[src/rtl/mdu_pkg.sv]
package mdu_pkg;
    typedef enum logic [1:0] {
        OP_MUL = 2'd0,
        OP_MAC = 2'd1,
        OP_DIV = 2'd2,
        OP_RSV = 2'd3
    } mdu_op_e;

    typedef enum logic [1:0] {
        ST_IDLE = 2'd0,
        ST_LOOP = 2'd1,
        ST_FIX  = 2'd2
    } mdu_st_e;
endpackage

[src/rtl/mdu_mul_iter.sv]
module mdu_mul_iter #(
    parameter int W = 32
) (
    input  logic           clk,
    input  logic           rst_n,
    input  logic           load,
    input  logic           step,
    input  logic [W-1:0]   mc_in,
    input  logic [W-1:0]   mp_in,
    output logic [2*W-1:0] prod
);
    localparam int PW = 2 * W;

    logic [PW-1:0] acc;
    logic [PW-1:0] mcand;
    logic [W-1:0]  mplier;

    always_ff @(posedge clk or negedge rst_n) begin
        if (!rst_n) begin
            acc    <= '0;
            mcand  <= '0;
            mplier <= '0;
        end else if (load) begin
            acc    <= '0;
            mcand  <= {{W{1'b0}}, mc_in};
            mplier <= mp_in;
        end else if (step) begin
            if (mplier[0]) begin
                acc <= acc + mcand;
            end
            mcand  <= mcand << 1;
            mplier <= mplier >> 1;
        end
    end

    assign prod = acc;

    // once no multiplier bits remain, further steps add nothing
    p_acc_hold_r1: assert property (@(posedge clk) disable iff (!rst_n)
        (step && !load && mplier == '0) |=> $stable(acc));
endmodule

[src/rtl/mdu_div_iter.sv]
module mdu_div_iter #(
    parameter int W = 32
) (
    input  logic         clk,
    input  logic         rst_n,
    input  logic         load,
    input  logic         step,
    input  logic [W-1:0] dvd_in,
    input  logic [W-1:0] dvs_in,
    output logic [W-1:0] quo,
    output logic [W-1:0] rem
);
    logic [W-1:0] dvs;
    logic [W-1:0] q_sh;
    logic [W-1:0] r_acc;
    logic [W:0]   trial;
    logic [W:0]   diff;
    logic         fits;

    always_comb begin
        trial = {r_acc, q_sh[W-1]};
        diff  = trial - {1'b0, dvs};
        fits  = (trial >= {1'b0, dvs});
    end

    always_ff @(posedge clk or negedge rst_n) begin
        if (!rst_n) begin
            dvs   <= '0;
            q_sh  <= '0;
            r_acc <= '0;
        end else if (load) begin
            dvs   <= dvs_in;
            q_sh  <= dvd_in;
            r_acc <= '0;
        end else if (step) begin
            r_acc <= fits ? diff[W-1:0] : trial[W-1:0];
            q_sh  <= {q_sh[W-2:0], fits};
        end
    end

    assign quo = q_sh;
    assign rem = r_acc;

    // restoring step keeps the partial remainder below the divisor
    p_rem_below_r4: assert property (@(posedge clk) disable iff (!rst_n)
        (step && !load && dvs != '0) |=> (r_acc < dvs));
endmodule

[src/rtl/mdu_hilo.sv]
module mdu_hilo #(
    parameter int W = 32
) (
    input  logic         clk,
    input  logic         rst_n,
    input  logic         start,
    input  logic [1:0]   op,
    input  logic         sgn,
    input  logic [W-1:0] opa,
    input  logic [W-1:0] opb,
    output logic         busy,
    output logic         done,
    output logic [W-1:0] hi_rd,
    output logic [W-1:0] lo_rd
);
    import mdu_pkg::*;

    localparam int CW = (W > 1) ? $clog2(W) : 1;
    localparam int PW = 2 * W;
    localparam logic [CW-1:0] LAST = CW'(W - 1);

    mdu_st_e       st, st_nx;
    logic [CW-1:0] cnt;
    mdu_op_e       op_q;
    logic          neg_prod, neg_quo, neg_rem, dvs_zero;
    logic [W-1:0]  dvd_q;
    logic [W-1:0]  hi_q, lo_q;
    logic          done_q;

    logic          accept;
    logic          stepping;
    logic [W-1:0]  mag_a, mag_b;
    logic [PW-1:0] prod_u, prod_s, mac_sum;
    logic [W-1:0]  quo_u, rem_u, quo_s, rem_s;

    // operand magnitudes for the iterators
    always_comb begin
        accept   = (st == ST_IDLE) && start && (mdu_op_e'(op) != OP_RSV);
        stepping = (st == ST_LOOP);
        mag_a    = (sgn && opa[W-1]) ? (~opa + 1'b1) : opa;
        mag_b    = (sgn && opb[W-1]) ? (~opb + 1'b1) : opb;
    end

    mdu_mul_iter #(.W(W)) u_mul (
        .clk   (clk),
        .rst_n (rst_n),
        .load  (accept),
        .step  (stepping),
        .mc_in (mag_a),
        .mp_in (mag_b),
        .prod  (prod_u)
    );

    mdu_div_iter #(.W(W)) u_div (
        .clk    (clk),
        .rst_n  (rst_n),
        .load   (accept),
        .step   (stepping),
        .dvd_in (mag_a),
        .dvs_in (mag_b),
        .quo    (quo_u),
        .rem    (rem_u)
    );

    // sign fix-up and accumulation
    always_comb begin
        prod_s  = neg_prod ? (~prod_u + 1'b1) : prod_u;
        mac_sum = {hi_q, lo_q} + prod_s;
        quo_s   = neg_quo ? (~quo_u + 1'b1) : quo_u;
        rem_s   = neg_rem ? (~rem_u + 1'b1) : rem_u;
    end

    // next-state logic
    always_comb begin
        st_nx = st;
        unique case (st)
            ST_IDLE: if (accept) st_nx = ST_LOOP;
            ST_LOOP: if (cnt == LAST) st_nx = ST_FIX;
            ST_FIX:  st_nx = ST_IDLE;
            default: st_nx = ST_IDLE;
        endcase
    end

    // state register and iteration counter
    always_ff @(posedge clk or negedge rst_n) begin
        if (!rst_n) begin
            st  <= ST_IDLE;
            cnt <= '0;
        end else begin
            st <= st_nx;
            if (accept) begin
                cnt <= '0;
            end else if (stepping) begin
                cnt <= cnt + 1'b1;
            end
        end
    end

    // outputs: latched command, result registers, done pulse
    always_ff @(posedge clk or negedge rst_n) begin
        if (!rst_n) begin
            op_q     <= OP_MUL;
            neg_prod <= 1'b0;
            neg_quo  <= 1'b0;
            neg_rem  <= 1'b0;
            dvs_zero <= 1'b0;
            dvd_q    <= '0;
            hi_q     <= '0;
            lo_q     <= '0;
            done_q   <= 1'b0;
        end else begin
            done_q <= 1'b0;
            if (accept) begin
                op_q     <= mdu_op_e'(op);
                neg_prod <= sgn && (opa[W-1] ^ opb[W-1]);
                neg_quo  <= sgn && (opa[W-1] ^ opb[W-1]);
                neg_rem  <= sgn && opa[W-1];
                dvs_zero <= (opb == '0);
                dvd_q    <= opa;
            end
            if (st == ST_FIX) begin
                done_q <= 1'b1;
                unique case (op_q)
                    OP_MUL: {hi_q, lo_q} <= prod_s;
                    OP_MAC: {hi_q, lo_q} <= mac_sum;
                    OP_DIV: begin
                        if (dvs_zero) begin
                            hi_q <= dvd_q;
                            lo_q <= '1;
                        end else begin
                            hi_q <= rem_s;
                            lo_q <= quo_s;
                        end
                    end
                    default: ;
                endcase
            end
        end
    end

    assign busy  = (st != ST_IDLE);
    assign done  = done_q;
    assign hi_rd = hi_q;
    assign lo_rd = lo_q;

    p_done_pulse_r9: assert property (@(posedge clk) disable iff (!rst_n)
        done |=> !done);

    p_hilo_hold_r8: assert property (@(posedge clk) disable iff (!rst_n)
        !done |-> ($stable(hi_rd) && $stable(lo_rd)));

    p_busy_after_accept_r6: assert property (@(posedge clk) disable iff (!rst_n)
        (!busy && start && op != 2'd3) |=> busy);

    p_done_ends_busy_r6: assert property (@(posedge clk) disable iff (!rst_n)
        done |-> (!busy && $past(busy)));

    p_restart_blocked_r7: assert property (@(posedge clk) disable iff (!rst_n)
        (busy && start) |=> ($stable(op_q) && $stable(dvd_q)));
endmodule

[config.mk]
export PLATFORM = sky130hd
export DESIGN_NAME = mdu_hilo
export DESIGN_NICKNAME = d
export VERILOG_FILES = /design/src/rtl/mdu_pkg.sv /design/src/rtl/mdu_mul_iter.sv /design/src/rtl/mdu_div_iter.sv /design/src/rtl/mdu_hilo.sv
export SDC_FILE = /design/constraint.sdc
export NUM_CORES = 1
export LEC_CHECK = 0
export BUFFER_PORTS_ARGS = -buffer_cell sky130_fd_sc_hd__buf_4
export CORE_ASPECT_RATIO = 0.6
export CORE_MARGIN = 2
export CORE_UTILIZATION = 45
export DETAILED_ROUTE_END_ITERATION = 12
export PLACE_DENSITY_LB_ADDON = 0.15
export SYNTH_ARGS = -nofsm -noshare
export SYNTH_HDL_FRONTEND = slang
export SYNTH_HIERARCHICAL = 1
export SYNTH_SLANG_ARGS = --single-unit
[constraint.sdc]
create_clock -name clk -period 5.7 [get_ports clk]
set_clock_uncertainty 0.15 [all_clocks]
set_input_delay 0.285 -clock clk [delete_from_list [all_inputs] [get_ports clk]]
set_output_delay 0.285 -clock clk [all_outputs]
set_load 0.03 [all_outputs]
# ---- Yosys cells after proc, flatten, opt, wreduce, memory -nomap -nowiden
# Index checks and enable logic that the tools add are counted.
dict set report totals {
  out_inout_bits 66
  register_bits 365
  input_bits 70
  elab_cells 82
}
dict set report classes {
  bitwise_logic 6
  addsub 9
  n_mux 27
  eq_ne 8
  reduce_logical 15
  order_cmp 1
}
# cell count
set op_table {}
lappend op_table {{32-bit two-way mux} 13}
lappend op_table {{64-bit two-way mux} 6}
lappend op_table {{32-bit case mux with 3 select lines} 2}
lappend op_table {{32-bit by 1-bit adder with 32-bit output (second input constant)} 4}
lappend op_table {{64-bit adder} 2}
lappend op_table {{32-bit NOT} 4}
lappend op_table {{64-bit by 1-bit adder with 64-bit output (second input constant)} 1}
lappend op_table {{64-bit NOT} 1}
lappend op_table {{33-bit by 32-bit >= comparator with 1-bit output} 1}
lappend op_table {{32-bit zero test} 1}
lappend op_table {{32-bit subtractor} 1}
lappend op_table {{5-bit two-way mux} 2}
lappend op_table {{2-bit AND reduction} 3}
lappend op_table {{2-bit nonzero test} 3}
lappend op_table {{5-bit by 1-bit adder with 5-bit output (second input constant)} 1}
lappend op_table {{5-bit == test (second input constant)} 1}
lappend op_table {{1-bit logical AND} 5}
lappend op_table {{2-bit by 1-bit == test with 1-bit output (second input constant)} 2}
lappend op_table {{2-bit == test (second input constant)} 2}
lappend op_table {{2-bit zero test} 2}
lappend op_table {{2-bit two-way mux} 2}
lappend op_table {{2-bit != test (second input constant)} 2}
lappend op_table {{2-bit case mux with 2 select lines} 1}
lappend op_table {{3-bit nonzero test} 1}
lappend op_table {{other kinds (3)} 3}

# ---- Logic depth before layout (Yosys ltp)
# Gate-level depths: netlist of run 1.
dict set report depth {
  depth_word 5
  mapped_depth 21
  mapped_depth_nobuf 20
}

# ---- Hierarchy
# Netlist of run 1, hierarchy kept.
# module seq_area_each_um2 instances area_per_inst_um2 cells_per_inst
set by_module_without_submodules {}
lappend by_module_without_submodules {mdu_hilo 2727.6 1 13410.4 1844}
lappend by_module_without_submodules {mdu_mul_iter 4003.8 1 10292.4 1194}
lappend by_module_without_submodules {mdu_div_iter 2402.3 1 6174.7 727}

# ---- Least setup slack after synthesis of run 1
# No wires, ideal clock.
dict set report synth_path {
  kind {register to register}
  start {register u_mul.acc[4], in the netlist u_mul/prod[4]}
  end {register hi_q[19], in the netlist hi_rd[19]}
  synth_period_minus_slack_ps 5232
  setup_slack_ps 468
  n_path_buf 1
  path_stages_with_launch 20
  required_time_ps 5426
  t_arrival_ps 4958
  setup_ps 124
  cell_sequence {dfrtp_1 > or3_1 > or2_2 > or3_1 > nand3b_4 > or4_1 > nand2b_1 > o41ai_1 > xnor2_1 > ha_1 > clkbuf_1 > nand4_1 > nor2_1 > nand2_1 > nor4b_1 > o21ai_0 > a21boi_0 > o21ai_0 > a32o_1 > a211o_1}
}
dict set report synth_via {
  elab_chain_len 5
}
# element line
set synth_lines {}
lappend synth_lines {{start: declaration} mdu_mul_iter.sv:14} ;# logic [PW-1:0] acc;
lappend synth_lines {{start signal: assignment} mdu_mul_iter.sv:29} ;# acc <= acc + mcand;
lappend synth_lines {{64-bit NOT} mdu_hilo.sv:67} ;# prod_s = neg_prod ? (~prod_u + 1'b1) : prod_u;
lappend synth_lines {{64-bit by 1-bit adder with 64-bit output} mdu_hilo.sv:67}
lappend synth_lines {{64-bit two-way mux (*)} mdu_hilo.sv:67}
lappend synth_lines {{64-bit adder} mdu_hilo.sv:68} ;# mac_sum = {hi_q, lo_q} + prod_s;
lappend synth_lines {{32-bit case mux with 3 select lines (*)} mdu_hilo.sv:123} ;# unique case (op_q)
lappend synth_lines {{end signal: assignment} mdu_hilo.sv:124} ;# OP_MUL: {hi_q, lo_q} <= prod_s;
lappend synth_lines {{end signal: assignment} mdu_hilo.sv:125} ;# OP_MAC: {hi_q, lo_q} <= mac_sum;
lappend synth_lines {{end signal: assignment} mdu_hilo.sv:128} ;# hi_q <= dvd_q;
lappend synth_lines {{end: declaration} mdu_hilo.sv:27} ;# logic [W-1:0] hi_q, lo_q;
# Mark *: on every way between the ends. The rest lies on a longest branch, timed or not.
# A chain may end at the register's enable or synchronous reset.

# ---- Worst setup path after layout of run 1
dict set report layout_path {
  start {register u_mul.acc[4], in the netlist u_mul/prod[4]}
  end {register hi_q[29], in the netlist hi_rd[29]}
}
# Same word-level chain as after synthesis.

==> results of run 1 <==
-- per-layer routing --
metal  wire [microns]  share of wire (%)  vias up  global-route usage (%)
li1                 -                  -    13938                       -
met5                0                  0        -                       0
met4             1475                1.3        0                   4.895
met3            11970                 11      102                   8.234
met2            41900                 38     1316                   41.79
met1            56280                 50    14313                   52.34
-- area by class of cell --
cell class	count	area share (%)
diodes	1	0.007243
clock buffers	62	3.517
clock inverters	11	0.3296
inverters	104	1.173
multi-input cells	3090	56.96
flip-flops and latches	365	26.45
well taps	900	3.259
repair buffers	355	8.308
-- cell families after synthesis --
kind of cell | share of synthesized area [%]
buffers and inverters | 4.003
AOI/OAI and AO/OA | 24.39
xor gates and xnor gates | 8.819
and+or+nand+nor | 19.53
adders and majority gates | 7.781
muxes | 4.904
DFF | 30.57
-- sequential cells by signal (all words and copies together) (netlist names), 32 cells and up --
register and count:
dvd_q 32, hi_rd 32, lo_rd 32, u_div/dvs 32, u_div/quo 32, u_div/rem 32
u_mul/mcand 64, u_mul/mplier 32, u_mul/prod 64
-- cells in the final DEF, fill, tap and decap left out, types with 11 or more instances in the layout --
| master | netlist | layout |
|---|---|---|
| o31ai_1 | 61 | 59 |
| xor2_1 | 111 | 111 |
| buf_4 | 0 | 287 |
| mux2i_1 | 143 | 143 |
| and2_1 | 22 | 21 |
| inv_1 | 103 | 100 |
| nand2b_1 | 27 | 26 |
| a221oi_1 | 20 | 20 |
| nand3_1 | 57 | 55 |
| ha_1 | 181 | 178 |
| nor2b_1 | 30 | 29 |
| o41ai_1 | 29 | 26 |
| clkbuf_8 | 0 | 11 |
| clkbuf_16 | 0 | 41 |
| o211ai_1 | 21 | 21 |
| dlygate4sd3_1 | 0 | 64 |
| and3_1 | 24 | 24 |
| xnor2_1 | 188 | 188 |
| o21bai_1 | 30 | 30 |
| nand2_1 | 619 | 618 |
| nor4_1 | 29 | 28 |
| a31oi_1 | 28 | 28 |
| o21a_1 | 20 | 20 |
| a21o_1 | 72 | 72 |
| nor3_1 | 50 | 50 |
| or2_2 | 14 | 14 |
| nand4_1 | 54 | 54 |
| nor2_1 | 267 | 267 |
| o21ai_0 | 401 | 399 |
| a21oi_1 | 311 | 311 |
| a21boi_0 | 12 | 11 |
| or4_1 | 22 | 21 |
| or3_1 | 22 | 20 |
| dfrtp_1 | 365 | 363 |
| o22ai_1 | 15 | 15 |
| a211oi_1 | 45 | 45 |
-- stage by stage --
stage / TNS, ns / hold slack (ns)
after floorplan: 0 / -0.1606
after CTS: 0 / 0.01324
final: 0 / 0.04186
after global routing: 0 / 0.04619
after global placement: -0.04276 / 0.1628
after detailed placement: -0.2038 / 0.1650
-- Yosys cell counts, drive strengths merged (47+ instances only) --
| library cell | number |
|---|---|
| ha | 181 |
| a21o | 72 |
| nand2 | 620 |
| nor3 | 50 |
| nor2 | 267 |
| nand3 | 57 |
| inv | 103 |
| xnor2 | 188 |
| nand4 | 54 |
| a211oi | 47 |
| mux2i | 143 |
| dfrtp | 365 |
| o21ai | 409 |
| o31ai | 64 |
| clkbuf | 176 |
| xor2 | 112 |
| a21oi | 312 |
-- worst max path at each step --
stage                             start   endpoint  slack, ns  cells past startpoint
final                     u_mul/prod[4]  hi_rd[29]       0.22                     18
after global routing      u_mul/prod[4]  hi_rd[29]       0.01                     18
after CTS                 u_mul/prod[1]  hi_rd[28]       0.02                     19
after detailed placement  u_mul/prod[1]  hi_rd[28]      -0.13                     19
after global placement    u_mul/prod[1]  hi_rd[28]      -0.04                     19
after floorplan           u_mul/prod[4]  hi_rd[19]       0.47                     19
-- power breakdown --
part | internal, mW | total [mW] | switching, mW
clock | 1.52 | 2.74 | 1.22
combinational | 5.54 | 14.4 | 8.81
sequential | 3.67 | 4.97 | 1.30
-- worst max-delay path: cells and delay by family, from the launching register on --
kind | cells | cell delay (ns)
adders and majority gates | 1 | 0.33
DFF | 1 | 0.38
and+or+nand+nor | 8 | 2.71
xor gates and xnor gates | 1 | 0.22
AOI/OAI and AO/OA | 8 | 1.62
-- timing repair --
item	CTS	global route
endpoints found under the setup margin	2	22
buffers inserted	0	0
hold endpoints to repair	228	0
pin swaps	0	1
gates resized for setup	3	17
hold buffers	64	0
==> results by group, run 1 <==
Run status
  – Outcome: finished clean

Pwr
  – Peak VDD IR: 0.4625 mV
  – Pleak: 15.81 nW
  – Power Total: 22.06 mW
  – Power per standard cell area: 638.5 mW/mm^2

CTS
  – Clock latency on the worst-skew pair: 0.61 ns
  – Clk sinks: 365
  – TritonCTS clock tree: done
  – CTS Buf Count: 41
  – Reg clk slew, reported paths: 0.06 ns
  – H-tree Lvls: 2
  – Longest Clk Path Bufs: 3
  – CTS root buf: clkbuf_16

Hold path
  – Min-Delay Path Depth: 4
  – Min-Delay Path Class: primary input to flop
  – Hold_sp: opb[24]
  – Hold Path End: u_mul/mplier[24]

Place
  – DP Wirelength: 85,190 microns
  – GPL Wtd Cong: 1.019
  – Post-Place Setup Slack: -0.1316 ns
  – DP Cell Count: 4,750
  – Post-DP Area: 0.03247 sq mm
  – IO Port Bufs: 135

Worst setup path
  – Worst-path cell chain: or3_1 -> or2_2 -> or3_4 -> nand3b_4 -> or4_4 -> nand2b_1 -> o31ai_1 -> xnor2_1 -> ha_1 -> a21o_1 -> a21o_1 -> a21oi_1 -> o21ai_0 -> a31oi_1 -> o41ai_2 -> a31oi_1 -> or4b_2 -> nand2_1
  – R2r endpoint: hi_rd[29]
  – R2R depth: 18
  – CP max stage cell: or4b_2
  – CP max stage delay: 0.62 ns
  – Critical Path RT: 6.10 ns
  – Flop2flop setup slack: 0.22 ns
  – Launch point of the worst reg-to-reg path: u_mul/prod[4]
  – CP Max Fanout: 4
  – CP Capture Type: flop
  – Kind of critical path: flop to flop
  – Arrival time of the worst setup path: 5.88 ns
  – Crit start category: flop

Synthesis
  – Net Count, Synth: 4,019
  – Seq/Total Area, Yosys: 30.57%
  – Number of distinct library cells after synthesis: 104
  – Avg Cell Area, Syn: 7.936 sq um
  – Yosys top cell area share: 30.57%
  – Synth top area cells: dfrtp_1, nand2_1, ha_1, o21ai_0, xnor2_1
  – Mapped Cells: 3,765
  – Ys flop type: dfrtp_1
  – Synth Cell Area: 0.02988 sq mm
  – Number of flops mapped to enable cells by yosys: 0
  – Largest area contributor in the netlist: dfrtp_1
  – Yosys reg bits: 365
  – Ys async rst share: 100.0%
  – Synth warn: 6

Floorplan
  – Starting Density: 45.31%
  – Die span in y: 203.6 microns
  – Core area: 0.06595 sq mm
  – Site row count: 73
  – Die Wd: 336.7 microns
  – I/O pins: 136
  – DIE AREA: 0.06854 sq mm

Finish
  – Multi-input gate area: 0.01968 sq mm
  – Reg area: 0.009136 sq mm
  – Area growth, synth to finish: 15.63%
  – Layout fillers: 6,419
  – Final instance area: 0.03455 sq mm
  – Share of cells above drive strength 1: 10.79%
  – Final Util: 52.39%
  – Nets: 4,211
  – Non-filler cells in the finished layout: 4,888

Route
  – Via density: 6.070
  – Vias: 29,669
  – DRC errors left: 0
  – Post-DRT Antenna Nets: 0
  – First-pass iteration count of the detailed router: 8
  – DRT iter0 DRCs: 3,833
  – Final wirelength: 111,600 microns
  – WL/cell: 22.84 microns

Global routing
  – Largest net degree at the start of global routing: 155
  – Gr ovfl total: 0
  – Initial antenna violation count: 1
  – Number of global-route vias before repair: 26,468
  – Total GRT Usage: 32.12%
  – Global-route wire length before repair: 169,800 microns

Timing
  – Fmax: 0.1824 GHz
  – RSZ-0062 raised after global routing: no
  – PnR worst setup slack: 0.2183 ns
  – Final Max Slew Viols: 0
  – Final setup fails: 0
  – Worst slew margin: 26.74%
  – Min Tclk post-route: 5.482 ns
  – Tcrit/Tclk final: 96.17%
  – Final Hold Viols: 0
  – Slew @ Worst Pin: 1.084 ns

Run
  – Max-cap viol count: 0
(Power assumes the default switching activity.)
==> run 2: changes to the inputs <==
- CORE_ASPECT_RATIO: 0.6 -> unset
- PLACE_DENSITY: unset -> 0.7
- PLACE_DENSITY_LB_ADDON: 0.15 -> unset
==> run 2 against run 1 <==
Compared with the run above:
- die area about the same
- combinational power decreased by 4%
- highest routed layer is now met5
- wire length decreased by 9.2%
- critical path type unchanged
- fmax increased by 0.22%
- via count decreased by 2.3%
- final cell count decreased by 1.8%
==> results by group, run 2 (synthesis results as in run 1) <==
Timing
  – Fmax: 0.1828 GHz
  – Worst slew margin: 25.09%
  – Final setup fails: 0
  – Min Tclk post-route: 5.470 ns
  – Final Hold Viols: 0
  – RSZ-0062 raised after global routing: yes
  – Tcrit/Tclk final: 95.96%
  – Slew @ Worst Pin: 1.112 ns
  – Final Max Slew Viols: 0

Worst setup path
  – Critical Path RT: 6.10 ns
  – Arrival time of the worst setup path: 5.87 ns
  – R2R depth: 18
  – Crit start category: flop
  – CP Capture Type: flop
  – Launch point of the worst reg-to-reg path: u_mul/prod[18]
  – Flop2flop setup slack: 0.23 ns
  – Kind of critical path: flop to flop
  – CP Max Fanout: 5
  – R2r endpoint: hi_rd[29]

Global routing
  – Global-route wire length before repair: 156,400 microns
  – Initial antenna violation count: 6
  – Gr ovfl total: 0
  – Number of global-route vias before repair: 26,921
  – Largest net degree at the start of global routing: 157
  – Total GRT Usage: 29.10%

Floorplan
  – I/O pins: 136
  – Die span in y: 261.7 microns
  – Die Wd: 261.7 microns
  – Site row count: 94
  – DIE AREA: 0.06847 sq mm
  – Core area: 0.06575 sq mm
  – Starting Density: 45.44%

Route
  – Final wirelength: 101,300 microns
  – Post-DRT Antenna Nets: 0
  – First-pass iteration count of the detailed router: 5
  – Vias: 28,979
  – DRC errors left: 0
  – Via density: 6.036
  – WL/cell: 21.10 microns
  – DRT iter0 DRCs: 3,078

CTS
  – TritonCTS clock tree: done
  – H-tree Lvls: 2
  – CTS Buf Count: 46
  – CTS root buf: clkbuf_16
  – Longest Clk Path Bufs: 3
  – Clk sinks: 365
  – Clock latency on the worst-skew pair: 0.61 ns
  – Reg clk slew, reported paths: 0.06 ns

Finish
  – Final instance area: 0.03434 sq mm
  – Area growth, synth to finish: 14.93%
  – Nets: 4,155
  – Final Util: 52.23%
  – Highest-count cells in the layout ignoring fill and taps: nand2_1, o21ai_0, dfrtp_1
  – Share of cells above drive strength 1: 9.426%
  – Commonest non-fill, non-tap cell in the layout: nand2_1

Hold path
  – Min-Delay Path Class: primary input to async pin

Place
  – DP Wirelength: 77,180 microns
  – Post-DP Area: 0.03192 sq mm
  – GPL Wtd Cong: 1.009
  – IO Port Bufs: 135

Pwr
  – Peak VDD IR: 0.3707 mV
  – Power Total: 21.91 mW
  – Power per standard cell area: 637.9 mW/mm^2
  – Pleak: 15.63 nW

Run status
  – Outcome: finished clean

Run
  – Max-cap viol count: 0
## run 2: cell types whose count changed in the layout (fill, tap and decap cells not counted), sizes merged
| cell | before | now |
|---|---|---|
| clkbuf | 62 | 60 |
| clkinv | 7 | 10 |
| dlygate4sd3 | 64 | 70 |
| bufinv | 1 | 9 |
| buf | 291 | 224 |
| clkinvlp | 3 | 4 |
## run 2: what timing repair did
item / CTS / global route
buffers inserted: 0 / 1
pin swaps: 0 / 2
hold buffers: 70 / 0
hold endpoints to repair: 274 / 0
setup endpoints to repair: 2 / 20
resized for setup: 2 / 20
## run 2: power breakdown
group          leakage, nW  internal [mW]  switching [mW]
logic                 10.2           5.26            8.53
registers             4.68           3.67            1.26
clock network        0.783           1.95            1.24
## run 2: area by class of cell
| type | count | area, sq um |
|---|---|---|
| fillers | 6229 | 31410 |
| multi-input cells | 3090 | 19650 |
| diodes | 1 | 2.502 |
| clock inverters | 23 | 376.6 |
| flip-flops and latches | 365 | 9136 |
| repair buffers | 294 | 2440 |
| clock buffers | 60 | 1244 |
| well taps | 864 | 1081 |
| inverters | 104 | 405.4 |
## run 2: worst max path at each step
stage              startpoint   endpoint  slack (ns)  cells after the start
5_1_grt         u_mul/prod[4]  hi_rd[28]       -0.02                     20
2_1_floorplan   u_mul/prod[4]  hi_rd[19]        0.47                     19
4_1_cts        u_mul/prod[18]  hi_rd[29]        0.07                     18
6_report       u_mul/prod[18]  hi_rd[29]        0.23                     18
3_5_place_dp    u_mul/prod[4]  hi_rd[19]       -0.04                     18
3_3_place_gp    u_mul/prod[4]  hi_rd[19]        0.03                     18
## run 2: layer usage
metal  part of all wire, %  wire length, microns  GRT usage, %
met5                 0.066                    67             0
met4                   4.3                  4383         11.63
met3                   7.3                  7368         4.697
met2                    43                 43930         44.16
met1                    45                 45570         41.27
## run 2: per-stage QoR
stage / hold WS [ns] / TNS (ns) / worst slack (ns) / std cells
6_report: 0.05395 / 0 / 0.2301 / 4801
5_1_grt: 0.08696 / -0.01604 / -0.01604 / 4801
3_3_place_gp: 0.06774 / 0 / 0.03253 / 4646
3_5_place_dp: 0.07219 / -0.03594 / -0.03594 / 4646
4_1_cts: 0.04704 / 0 / 0.06521 / 4799
2_1_floorplan: -0.1606 / 0 / 0.4680 / 3765
## run 2: critical path: stages, from the launching register on
cell	delay, ns
dfrtp_1	0.41
or4_1	0.61
and4bb_4	0.42
nand3_2	0.17
or4_1	0.51
nand2b_1	0.22
o31ai_2	0.29
xnor2_2	0.19
ha_1	0.30
and2_1	0.18
and3_1	0.20
a221o_1	0.29
a41oi_1	0.19
buf_4	0.17
o41ai_1	0.08
buf_4	0.17
a31oi_2	0.18
or4b_2	0.61
nand2_1	0.10
